==> config.mk <==
export PLATFORM = sky130hd
export DESIGN_NAME = spi_frame_timer
export DESIGN_NICKNAME = d
export VERILOG_FILES = /design/src/rtl/spi_tim_pkg.sv /design/src/rtl/spi_tim_cnt.sv /design/src/rtl/spi_tim_attr_sel.sv /design/src/rtl/spi_tim_seq.sv /design/src/rtl/spi_frame_timer.sv
export SDC_FILE = /design/constraint.sdc
export NUM_CORES = 1
export LEC_CHECK = 0
export ABC_AREA = 1
export BUFFER_PORTS_ARGS = -buffer_cell sky130_fd_sc_hd__buf_2
export CORE_AREA = 2 2 173 175
export CTS_BUF_LIST = sky130_fd_sc_hd__clkbuf_16
export DETAILED_ROUTE_END_ITERATION = 10
export DIE_AREA = 0 0 175 177
export GPL_TIMING_DRIVEN = 0
export PLACE_DENSITY = 0.54
export SLEW_MARGIN = 5
export SYNTH_ARGS = -nofsm -noshare
export SYNTH_HDL_FRONTEND = slang
export SYNTH_HIERARCHICAL = 1
export SYNTH_SLANG_ARGS = --single-unit
==> constraint.sdc <==
create_clock -name clk -period 12 [get_ports clk]
set_input_delay 0.6 -clock clk [delete_from_list [all_inputs] [get_ports clk]]
set_output_delay 0.6 -clock clk [all_outputs]
set_load 0.005 [all_outputs]
==> src/rtl/spi_tim_pkg.sv <==
`timescale 1ns/1ps
package spi_tim_pkg;

    localparam int ATTR_W = 31;
    localparam int FSZ_W  = 4;
    localparam int CNT_W  = 20;          // holds 7 * 2^16, the longest delay
    localparam int EDGE_W = FSZ_W + 2;   // holds 2 * 2^FSZ_W edges

    typedef struct packed {
        logic [FSZ_W-1:0] fsize;
        logic             cpol;
        logic             cpha;
        logic             dbl;
        logic [1:0]       bpre;
        logic [3:0]       bscl;
        logic [1:0]       lpre;
        logic [3:0]       lscl;
        logic [1:0]       tpre;
        logic [3:0]       tscl;
        logic [1:0]       gpre;
        logic [3:0]       gscl;
    } attr_t;

    localparam attr_t ATTR_RST = '{fsize: 4'd15, default: '0};

    typedef enum logic [2:0] {
        PH_IDLE,
        PH_LEAD,
        PH_CLK,
        PH_TRAIL,
        PH_GAP
    } phase_e;

    function automatic logic [CNT_W-1:0] baud_period(input logic [1:0] pre,
                                                     input logic [3:0] scl,
                                                     input logic       dbl);
        logic [2:0]       pv;
        logic [CNT_W-1:0] sv;
        logic [CNT_W-1:0] prod;
        case (pre)
            2'd0:    pv = 3'd2;
            2'd1:    pv = 3'd3;
            2'd2:    pv = 3'd5;
            default: pv = 3'd7;
        endcase
        if (scl < 4'd3) sv = (CNT_W'(scl) << 1) + CNT_W'(2);
        else            sv = CNT_W'(1) << scl;
        prod = sv * CNT_W'(pv);
        return dbl ? (prod >> 1) : prod;
    endfunction

    function automatic logic [CNT_W-1:0] delay_len(input logic [1:0] pre,
                                                   input logic [3:0] scl);
        logic [CNT_W-1:0] sv;
        sv = CNT_W'(2) << scl;
        return sv * CNT_W'({pre, 1'b1});
    endfunction

endpackage

==> src/rtl/spi_tim_cnt.sv <==
`timescale 1ns/1ps
module spi_tim_cnt #(
    parameter int W = 20
) (
    input  logic         clk,
    input  logic         rst,
    input  logic         load,
    input  logic [W-1:0] val,
    output logic         expired
);
    logic [W-1:0] cnt;

    always_ff @(posedge clk) begin
        if (rst)             cnt <= '0;
        else if (load)       cnt <= val - W'(1);
        else if (cnt != '0)  cnt <= cnt - W'(1);
    end

    assign expired = (cnt == '0);
endmodule

==> src/rtl/spi_tim_attr_sel.sv <==
`timescale 1ns/1ps
module spi_tim_attr_sel
    import spi_tim_pkg::*;
(
    input  logic  clk,
    input  logic  rst,
    input  logic  load,
    input  logic  sel,
    input  attr_t set_a,
    input  attr_t set_b,
    output attr_t act
);
    attr_t held;
    attr_t picked;

    assign picked = sel ? set_b : set_a;

    always_ff @(posedge clk) begin
        if (rst)       held <= ATTR_RST;
        else if (load) held <= picked;
    end

    assign act = load ? picked : held;
endmodule

==> src/rtl/spi_tim_seq.sv <==
`timescale 1ns/1ps
module spi_tim_seq
    import spi_tim_pkg::*;
(
    input  logic  clk,
    input  logic  rst,
    input  logic  start,
    input  attr_t act,
    output logic  load,
    output logic  sck,
    output logic  cs_window,
    output logic  busy,
    output logic  shift_stb,
    output logic  sample_stb,
    output logic  lead_done,
    output logic  trail_done,
    output logic  gap_done
);
    phase_e            st;
    logic [EDGE_W-1:0] ecnt;
    logic [EDGE_W-1:0] nedges;
    logic [CNT_W-1:0]  period, h1, h2;
    logic [CNT_W-1:0]  lead_len, trail_len, gap_len;
    logic              expired, ld, edge_now, last_edge, shift_n, sample_n;
    logic [CNT_W-1:0]  ldval;

    assign period    = baud_period(act.bpre, act.bscl, act.dbl);
    assign h1        = period >> 1;
    assign h2        = period - h1;
    assign lead_len  = delay_len(act.lpre, act.lscl);
    assign trail_len = delay_len(act.tpre, act.tscl);
    assign gap_len   = delay_len(act.gpre, act.gscl);
    assign nedges    = (EDGE_W'(act.fsize) + EDGE_W'(1)) << 1;
    assign last_edge = (ecnt + EDGE_W'(1)) == nedges;

    assign load     = (st == PH_IDLE) && start;
    assign edge_now = expired && ((st == PH_LEAD) || (st == PH_CLK));
    assign shift_n  = edge_now && (act.cpha ? !ecnt[0] : (ecnt[0] && !last_edge));
    assign sample_n = edge_now && (act.cpha ? ecnt[0] : !ecnt[0]);

    always_comb begin
        ld    = 1'b0;
        ldval = '0;
        case (st)
            PH_IDLE:  if (start)   begin ld = 1'b1; ldval = lead_len; end
            PH_LEAD:  if (expired) begin ld = 1'b1; ldval = h1;       end
            PH_CLK:   if (expired) begin
                          ld    = 1'b1;
                          ldval = last_edge ? trail_len : (ecnt[0] ? h2 : h1);
                      end
            PH_TRAIL: if (expired) begin ld = 1'b1; ldval = gap_len;  end
            default:  ;
        endcase
    end

    spi_tim_cnt #(.W(CNT_W)) u_cnt (
        .clk     (clk),
        .rst     (rst),
        .load    (ld),
        .val     (ldval),
        .expired (expired)
    );

    always_ff @(posedge clk) begin
        if (rst) begin
            st         <= PH_IDLE;
            ecnt       <= '0;
            sck        <= 1'b0;
            shift_stb  <= 1'b0;
            sample_stb <= 1'b0;
            lead_done  <= 1'b0;
            trail_done <= 1'b0;
            gap_done   <= 1'b0;
        end else begin
            shift_stb  <= shift_n;
            sample_stb <= sample_n;
            lead_done  <= (st == PH_LEAD)  && expired;
            trail_done <= (st == PH_TRAIL) && expired;
            gap_done   <= (st == PH_GAP)   && expired;
            if (edge_now) begin
                sck  <= ~sck;
                ecnt <= ecnt + EDGE_W'(1);
            end
            case (st)
                PH_IDLE: if (start) begin
                    st   <= PH_LEAD;
                    ecnt <= '0;
                    sck  <= act.cpol;
                end
                PH_LEAD:  if (expired) st <= PH_CLK;
                PH_CLK:   if (expired && last_edge) st <= PH_TRAIL;
                PH_TRAIL: if (expired) st <= PH_GAP;
                PH_GAP:   if (expired) st <= PH_IDLE;
                default:  st <= PH_IDLE;
            endcase
        end
    end

    assign cs_window = (st == PH_LEAD) || (st == PH_CLK) || (st == PH_TRAIL);
    assign busy      = (st != PH_IDLE);
endmodule

==> src/rtl/spi_frame_timer.sv <==
`timescale 1ns/1ps
module spi_frame_timer
    import spi_tim_pkg::*;
(
    input  logic              clk,
    input  logic              rst,
    input  logic              start,
    input  logic              set_sel,
    input  logic [ATTR_W-1:0] attr_a,
    input  logic [ATTR_W-1:0] attr_b,
    output logic              sck,
    output logic              cs_window,
    output logic              busy,
    output logic              shift_stb,
    output logic              sample_stb,
    output logic              lead_done,
    output logic              trail_done,
    output logic              gap_done
);
    attr_t act;
    logic  load;

    spi_tim_attr_sel u_sel (
        .clk   (clk),
        .rst   (rst),
        .load  (load),
        .sel   (set_sel),
        .set_a (attr_t'(attr_a)),
        .set_b (attr_t'(attr_b)),
        .act   (act)
    );

    spi_tim_seq u_seq (
        .clk        (clk),
        .rst        (rst),
        .start      (start),
        .act        (act),
        .load       (load),
        .sck        (sck),
        .cs_window  (cs_window),
        .busy       (busy),
        .shift_stb  (shift_stb),
        .sample_stb (sample_stb),
        .lead_done  (lead_done),
        .trail_done (trail_done),
        .gap_done   (gap_done)
    );
endmodule

---- After elaboration in Yosys (flattened, before gate mapping) ----
Index checks and enable logic that the tools add are counted.
word-level totals
  output and inout bits ................... 8
  word-level logic and storage cells ...... 101
  register bits ........................... 66
  input bits .............................. 66
cells by class
  $mul .................................... 4
  eq/ne operators ......................... 12
  muxes and demuxes ....................... 31
  reductions and logical operators ........ 21
  magnitude comparators ................... 1
  shift operators ......................... 4
  add/subtract/negate cells ............... 6
  bitwise logic cells ..................... 1
operator list
  operator                                                               number
  20-bit 2-to-1 mux                                                      9
  20-bit by 3-bit multiplier with 20-bit output                          4
  20-bit case mux with 4 select lines                                    1
  31-bit 2-to-1 mux                                                      2
  2-bit by 4-bit left shift with 20-bit output (first input constant)    3
  20-bit by 1-bit subtractor with 20-bit output (second input constant)  2
  20-bit logical NOT                                                     1
  20-bit nonzero test                                                    1
  1-bit by 4-bit left shift with 20-bit output (first input constant)    1
  20-bit by 19-bit subtractor with 20-bit output                         1
  19-bit 2-to-1 mux                                                      1
  6-bit 2-to-1 mux                                                       3
  3-bit 2-to-1 mux                                                       5
  3-bit case mux with 5 select lines                                     1
  1-bit logical AND                                                      9
  3-bit case mux with 3 select lines                                     1
  1-bit 2-to-1 mux                                                       7
  5-bit by 2-bit adder with 6-bit output (second input constant)         1
  6-bit by 1-bit adder with 6-bit output (second input constant)         1
  3-bit by 2-bit == test with 1-bit output (second input constant)       2
  6-bit == test                                                          1
  2-bit by 1-bit != test with 1-bit output (second input constant)       3
  4-bit by 1-bit adder with 5-bit output (second input constant)         1
  5-bit AND reduction                                                    1
  other kinds (15)                                                       18

---- Logic depth before layout (Yosys ltp) ----
Gate-level depths: netlist of run 1.
  depth in word-level cells ............... 14
  mapped depth ............................ 56
  mapped depth without buffers ............ 54

---- Hierarchy ----
The synthesis of run 1 kept the hierarchy.
modules (own cells, without submodules)
  module            cells an instance  sequential area each (µm²)  instances  area an instance (µm²)
  spi_tim_seq       1346               300.3                       1          8169.1
  spi_tim_attr_sel  270                620.6                       1          1652.8
  spi_tim_cnt       277                400.4                       1          1625.3

---- Least setup slack after synthesis of run 1 ----
OpenSTA, ideal clock, no wires.
  path type ............................... register -> register
  from .................................... reg u_seq.st[0]
  to ...................................... reg u_seq.u_cnt.cnt[14]
  path slack .............................. 5.138 ns
  data required time ...................... 11.872 ns
  cell stages (with the launch flop) ...... 53
  period minus slack after synthesis ...... 6.862 ns
  data arrival time ....................... 6.735 ns
  library setup time ...................... 0.128 ns
  cell sequence ........................... dfxtp_1 -> nor2_1 -> inv_1 -> nor2_1 -> inv_1 -> nor2_1 -> clkbuf_1 -> clkbuf_1 -> or2_2 -> nand2_1 -> inv_1 -> inv_1 -> ha_1 -> inv_1 -> nor2_1 -> a22oi_1 -> nor2_1 -> fa_1 -> (+17 left out) -> nand2_1 -> nand2_1 -> inv_1 -> o21ai_2 -> xor2_1 -> nor2_1 -> o21ai_1 -> nand2_1 -> nand2_1 -> nand2_1 -> nor2_1 -> nand2_1 -> nor2_1 -> nand2_1 -> nand2_1 -> nand2_1 -> nand2_1 -> nor2_1
RTL lines
  element                 RTL line           RTL
  start, declared         spi_tim_seq.sv:19  phase_e st;
  start signal, assigned  spi_tim_seq.sv:66  st <= PH_IDLE;
  start signal, assigned  spi_tim_seq.sv:86  st <= PH_LEAD;
  start signal, assigned  spi_tim_seq.sv:90  PH_LEAD: if (expired) st <= PH_CLK;
  end signal, assigned    spi_tim_cnt.sv:15  else if (load) cnt <= val - W'(1);
  end signal, assigned    spi_tim_cnt.sv:16  else if (cnt != '0) cnt <= cnt - W'(1);
  end, declared           spi_tim_cnt.sv:11  logic [W-1:0] cnt;

==> flow_metrics.py, run 1 <==
metrics = {
    "layout": {
        "diodes": 0,
        "drive_gt1_share_pct": 9.94,
        "layout.nets": 2203,
        "syn_to_final_growth_pct": 9.90,
        "design_area_um2": 12600,
    },
    "run_status": {
        "status": "complete, no violations",
    },
    "critical_path": {
        "r2r_cells": 52,
        "crit_start": "u_seq/st[0]$_SDFFE_PP0P_",
        "critical_path_peak_fanout": 14,
        "arrival_ns": 9.08,
        "cp-endpoint": "u_seq/u_cnt/cnt[14]$_SDFFE_PP0P_",
        "cp_common_cell": "nand2_1",
        "worst_setup_path_end_kind": "flip-flop",
        "crit_path_top_delay_cell": "clkbuf_1",
        "path_class": "flip-flop to flip-flop",
        "reg2reg_from": "u_seq/st[0]$_SDFFE_PP0P_",
        "rr_endpoint": "u_seq/u_cnt/cnt[14]$_SDFFE_PP0P_",
        "r2r_slack_ns": 3.14,
        "critPathRequiredTime_ns": 12.22,
        "max_stage_delay_ns": 0.66,
        "startpoint_type": "flip-flop",
    },
    "sta": {
        "max_freq_ghz": 0.113,
        "hold_viol": 0,
        "max_slew_margin_pct": 40.0,
        "final.period_utilization_pct": 73.8,
        "rsz0062_at_grt": "false",
        "layout_min_cycle_time_ns": 8.86,
        "skew_ns": 0.00895,
        "finalSetupViolCount": 0,
        "worst_pin_slew_ns": 0.891,
        "slew_viol_final": 0,
        "setup_tns_ns": 0,
    },
    "power": {
        "leakagePower_nw": 6.69,
        "p_per_area_nw_per_um2": 208,
        "comb_power_share_pct": 79.1,
        "power_switching_share_pct": 58.0,
        "pwr-share-seq_pct": 11.3,
        "pwr-share-clk_pct": 9.6,
        "ir_worst_vdd_mv": 0.114,
        "switchingPower_mw": 1.52,
        "p_int_mw": 1.10,
    },
    "route": {
        "drt_wl_total_mm": 35.1,
        "num_vias": 11900,
        "post_drt_wl_per_cell_um": 14.8,
        "via_per_inst": 5.03,
        "drc": 0,
        "firstDrtPassIters": 5,
        "dr.first_iter.drc_count": 775,
        "detail-route-antenna-nets": 0,
    },
    "logic_synthesis": {
        "async_flop_share_pct": 0,
        "syn_avg_cell_area_um2": 6.05,
        "syn_nets": 2119,
        "yosys.area.top_type": "nand2_1",
        "synth_flop_cell": "dfxtp_1",
        "yosys_warnings": 6,
        "synth_enable_flop_cells": 0,
        "synth_seq_cells": 66,
        "synth_top_area_share_pct": 14.8,
        "ys_seq_area_share_pct": 11.5,
        "netlist_area_um2": 11400,
        "ys_types": 59,
        "synth_cells": 1893,
        "yosys-top-cells-area": "nand2_1, dfxtp_1, ha_1",
    },
    "floorplanning": {
        "start_util_pct": 39.1,
        "core_area_um2": 29200,
        "die_y_um": 177,
        "dieArea_um2": 31000,
        "fp.dieW_um": 175,
        "num_rows": 63,
        "io_pins": 74,
    },
    "flow_run": {
        "drv_cap": 0,
    },
    "cts": {
        "htreeDepth": 3,
        "cts.sinks": 66,
        "clk_latency_ns": 0.35,
        "cts_tree": "done",
        "clk_pin_slew_ns": 0.06,
        "ctsHoldBuffers": 0,
        "root_buffer": "clkbuf_16",
        "ctsResizeCount": 0,
        "clockBufferDepth": 2,
        "numCtsBuffers": 9,
        "post_cts_buffers": 0,
    },
    "placement": {
        "place_congestion": 0.937,
        "io_buffers": 73,
        "place_area_um2": 12300,
        "dp_hpwl_mm": 30.0,
    },
    "worst_hold_path": {
        "hp-class": "flip-flop to flip-flop",
    },
    "grt": {
        "grt_pass1_vias": 11600,
        "antenna_found_initial": 2,
        "grt_usage_pct": 23.2,
        "grt_overflow": 0,
        "grt_pass1_wl_mm": 57.9,
        "grt_max_degree": 15,
    },
}
worst min-delay path by stage:
stage	from	end	slack, ns	cells past startpoint
finish	u_sel/held[29]$_SDFF_PP1_	u_sel/held[29]$_SDFF_PP1_	0.47	2
CTS	u_sel/held[27]$_SDFF_PP1_	u_sel/held[27]$_SDFF_PP1_	0.47	2
floorplan	u_sel/held[27]$_SDFF_PP1_	u_sel/held[27]$_SDFF_PP1_	0.44	2
global placement	u_sel/held[30]$_SDFF_PP1_	u_sel/held[30]$_SDFF_PP1_	0.45	2
detailed placement	u_sel/held[27]$_SDFF_PP1_	u_sel/held[27]$_SDFF_PP1_	0.46	2
global route	u_sel/held[29]$_SDFF_PP1_	u_sel/held[29]$_SDFF_PP1_	0.50	2
per-stage QoR:
| stage | hold slack [ns] | util [%] | total power, mW | cells | setup WS, ns |
|---|---|---|---|---|---|
| finish | 0.470 | 43.0 | 2.62 | 2372 | 3.14 |
| global route | 0.498 | 43.0 | 2.92 | 2372 | 2.19 |
| CTS | 0.473 | 43.0 | 2.61 | 2372 | 3.12 |
| detailed placement | 0.456 | 42.1 | 2.34 | 2356 | 3.10 |
| global placement | 0.454 | 42.1 | 2.34 | 2356 | 3.13 |
| floorplan | 0.438 | - | 1.84 | 1893 | 5.14 |
Yosys cell counts, types with 3 or more instances:
cell / instances
nand2_1: 450
inv_1: 287
nor2_1: 282
nand3_1: 139
a21oi_1: 113
ha_1: 99
o21ai_0: 69
dfxtp_1: 66
fa_1: 61
xor2_1: 36
or2_2: 30
nor3_1: 28
nand4_1: 19
buf_2: 17
clkbuf_1: 17
nand2_2: 17
o21ai_1: 17
buf_1: 10
or2_1: 9
xnor2_1: 9
nand3_2: 8
a211oi_1: 7
nor2_2: 7
o2111ai_1: 7
o211ai_1: 7
o22ai_1: 7
a21o_1: 6
o21bai_1: 6
buf_6: 5
nor2_4: 5
a22oi_1: 4
a31oi_1: 4
buf_4: 4
o221ai_1: 4
inv_2: 3
nand3b_1: 3
nor4_1: 3
flip-flops by register name, summed over array words and instances (netlist names):
signal            count
u_sel/held           31
u_seq/u_cnt/cnt      20
u_seq/ecnt            6
u_seq/st              3
u_seq/gap_done        1
u_seq/lead_done       1
u_seq/sample_stb      1
u_seq/sck             1
u_seq/shift_stb       1
u_seq/trail_done      1
cell families after synthesis:
kind of cell	share of synthesized area, %
XOR/XNOR	3.44
AND/OR/NAND/NOR	37.7
flip-flops	11.5
AO/OA/AOI/OAI	13.7
adder cells (fa/ha/maj)	21.5
buffers and inverters	12.1
critical path: cells and delay by family, from the launching register on:
family | cells | cell delay, ns
flops | 1 | 0.34
fa+ha+maj | 5 | 1.81
simple gates | 25 | 2.69
buf+inv | 13 | 2.10
compound gates | 7 | 1.30
xor+xnor | 2 | 0.45
cell usage in the layout (no fill, tap or decap), types with 8 or more instances in the layout:
master / count
nand2_1: 450
inv_1: 287
nor2_1: 282
nand3_1: 139
a21oi_1: 113
ha_1: 99
buf_2: 90
o21ai_0: 69
dfxtp_1: 66
fa_1: 61
xor2_1: 36
or2_2: 30
nor3_1: 28
nand4_1: 19
clkbuf_1: 17
o21ai_1: 17
nand2_2: 17
buf_1: 10
clkbuf_16: 9
or2_1: 9
xnor2_1: 9
nand3_2: 8
power groups by stage:
| stage | registers, mW | clock network, mW | logic (mW) |
|---|---|---|---|
| after floorplan | 0.295 | 0 | 1.54 |
| after global placement | 0.299 | 0 | 2.04 |
| after detailed placement | 0.300 | 0 | 2.04 |
| after CTS | 0.295 | 0.262 | 2.05 |
| after global routing | 0.301 | 0.269 | 2.35 |
| final | 0.295 | 0.252 | 2.07 |
per-layer routing:
metal | GRT usage (%) | share of wire (%)
met1 | 30.8 | 47
met5 | 0 | 0.063
met3 | 3.72 | 5.1
met4 | 6.08 | 2.2
met2 | 39.2 | 46
layout make-up:
class / count / area, um^2
Buffer: 54 / 288
Clock buffer: 9 / 225
Clock inverter: 7 / 55.1
Fill cell: 3237 / 16700
Inverter: 292 / 1100
Multi-Input combinational cell: 1481 / 8740
Sequential cell: 66 / 1320
Tap cell: 390 / 488
Timing Repair Buffer: 73 / 365
(Power assumes the default switching activity.)
==> inputs of run 2 (changes only) <==
==> constraint.sdc (replaced) <==
create_clock -name clk -period 9.3 [get_ports clk]
set_input_delay 0.465 -clock clk [delete_from_list [all_inputs] [get_ports clk]]
set_output_delay 0.465 -clock clk [all_outputs]
set_load 0.005 [all_outputs]
==> run 2 against run 1 <==
Worst hold slack got worse by 0.0051 ns. Critical path depth did not move. Register-to-register slack got worse by 2.2 ns. Count of clock-buffer cells in the layout did not move. Maximum frequency rose by 5.7%. Non-clock buffer count did not move. Critical endpoint unchanged. Highest routed layer unchanged.
==> flow_metrics.py, run 2 (synthesized netlist as in run 1, its figures left out) <==
metrics = {
    "run_status": {
        "status": "complete, no violations",
    },
    "cts": {
        "numCtsBuffers": 9,
        "clk_latency_ns": 0.35,
        "cts_tree": "done",
        "root_buffer": "clkbuf_16",
        "htreeDepth": 3,
        "post_cts_buffers": 0,
        "cts.sinks": 66,
        "clk_pin_slew_ns": 0.06,
        "clockBufferDepth": 2,
    },
    "critical_path": {
        "arrival_ns": 8.60,
        "crit_path_top_delay_cell": "fa_1",
        "cp_common_cell": "nand2_1",
        "startpoint_type": "flip-flop",
        "crit_family": "simple AND/OR/NAND/NOR gates",
        "r2r_cells": 52,
        "path_depth": 52,
        "max_stage_delay_ns": 0.56,
        "critPathRequiredTime_ns": 9.52,
        "cp.buffers_inverters": 13,
        "path_class": "flip-flop to flip-flop",
        "worst_setup_path_end_kind": "flip-flop",
        "critical_path_peak_fanout": 14,
    },
    "sta": {
        "layout_min_cycle_time_ns": 8.38,
        "max_freq_ghz": 0.119,
        "rsz0062_at_grt": "false",
        "setup_tns_ns": 0,
        "final.period_utilization_pct": 90.1,
        "hold_viol": 0,
        "max_slew_margin_pct": 40.4,
        "worst_pin_slew_ns": 0.885,
        "slew_viol_final": 0,
        "skew_ns": 0.00806,
        "finalSetupViolCount": 0,
    },
    "layout": {
        "syn_to_final_growth_pct": 9.97,
        "layout_commonest_cell": "nand2_1",
        "largest_reg_flops": 31,
        "final_cell_mix": "nand2_1, inv_1, nor2_1",
        "diodes": 0,
        "n_fill_cell": 3234,
        "layout.nets": 2203,
        "finalNonFillerCells": 2372,
        "drive_gt1_share_pct": 10.1,
        "top_regs": "u_sel/held (31), u_seq/u_cnt/cnt (20), u_seq/ecnt (6)",
        "regMostFlops": "u_sel/held",
    },
    "floorplanning": {
        "core_area_um2": 29200,
        "io_pins": 74,
        "die_y_um": 177,
        "num_rows": 63,
        "fp.dieW_um": 175,
        "start_util_pct": 39.1,
        "dieArea_um2": 31000,
    },
    "power": {
        "power_switching_share_pct": 57.9,
        "switchingPower_mw": 1.96,
        "leakagePower_nw": 6.70,
        "p_int_mw": 1.42,
        "comb_power_share_pct": 79.1,
        "ir_worst_vdd_mv": 0.145,
        "pwr-share-clk_pct": 9.6,
        "p_per_area_nw_per_um2": 269,
        "p_total_mw": 3.38,
        "pwr-share-seq_pct": 11.3,
    },
    "grt": {
        "grt_pass1_wl_mm": 57.9,
        "antenna_found_initial": 2,
        "grt_usage_pct": 23.2,
        "grt_overflow": 0,
        "grt_pass1_vias": 11600,
        "grt_max_degree": 15,
    },
    "route": {
        "post_drt_wl_per_cell_um": 14.8,
        "dr.first_iter.drc_count": 765,
        "detail-route-antenna-nets": 0,
        "num_vias": 12000,
        "firstDrtPassIters": 6,
        "drt_wl_total_mm": 35.0,
        "drc": 0,
        "via_per_inst": 5.05,
    },
    "placement": {
        "place_congestion": 0.937,
        "io_buffers": 73,
        "dp_hpwl_mm": 30.0,
        "place_inst": 2356,
    },
    "worst_hold_path": {
        "hp-class": "input port to flip-flop",
        "min_delay_path_depth": 5,
    },
    "flow_run": {
        "drv_cap": 0,
    },
}
==> run 2: cell counts in the layout (fill, tap and decap cells not counted) <==
No cell type changed its count.
==> run 2: power groups by stage <==
| stage | clock, mW | combinational [mW] | sequential (mW) |
|---|---|---|---|
| 5_1_grt | 0.347 | 3.03 | 0.389 |
| 6_report | 0.325 | 2.68 | 0.381 |
| 2_1_floorplan | 0 | 1.99 | 0.380 |
| 4_1_cts | 0.338 | 2.65 | 0.381 |
| 3_3_place_gp | 0 | 2.63 | 0.385 |
| 3_5_place_dp | 0 | 2.63 | 0.387 |
==> run 2: final cells by class <==
type,count,area (um^2),share of cell area [%]
timing repair buffer,73,365,2.90
clock inverter,7,55.1,0.437
clock buffer,9,225,1.79
multi-input combinational,1481,8740,69.4
sequential,66,1320,10.5
buffer,54,293,2.33
tap,390,488,3.88
inverter,292,1100,8.75
==> run 2: final timing paths <==
| check | start | to | slack (ns) |
|---|---|---|---|
| setup / recovery | u_seq/st[0]$_SDFFE_PP0P_ | u_seq/u_cnt/cnt[14]$_SDFFE_PP0P_ | 0.92 |
| hold / removal | attr_a[6] | u_sel/held[6]$_SDFF_PP0_ | 0.47 |
| setup reg to reg | u_seq/st[0]$_SDFFE_PP0P_ | u_seq/u_cnt/cnt[14]$_SDFFE_PP0P_ | 0.92 |
| hold reg to reg | u_sel/held[29]$_SDFF_PP1_ | u_sel/held[29]$_SDFF_PP1_ | 0.47 |
==> run 2: layer usage <==
layer	global-route usage [%]	vias to the layer above	share of wire (%)
met5	0	-	0.063
met4	6.08	4	2.1
met3	3.72	46	5.2
met2	39.2	267	46
met1	30.8	5457	47
li1	-	6201	-
==> run 2: repair_timing <==
action / in CTS / in global routing
hold buffers: 0 / 0
resized for setup: 0 / 8
setup endpoints to repair: 0 / 11
==> run 2: worst reg2reg max path, delay by kind of cell (launching register included) <==
kind | cells | cell delay [ns]
compound gates | 7 | 1.32
flops | 1 | 0.33
fa+ha+maj | 5 | 1.81
simple gates | 25 | 2.56
buf+inv | 13 | 1.77
xor+xnor | 2 | 0.46
==> run 2: per-stage QoR <==
step | instance area, um^2 | utilization, % | hold slack [ns] | setup slack, ns
4_1_cts | 12600 | 43.0 | 0.462 | 0.419
6_report | 12600 | 43.0 | 0.465 | 0.920
3_3_place_gp | 12300 | 42.1 | 0.454 | 0.492
2_1_floorplan | 11400 | - | 0.438 | 2.44
3_5_place_dp | 12300 | 42.1 | 0.456 | 0.441
5_1_grt | 12600 | 43.0 | 0.487 | 0.0768
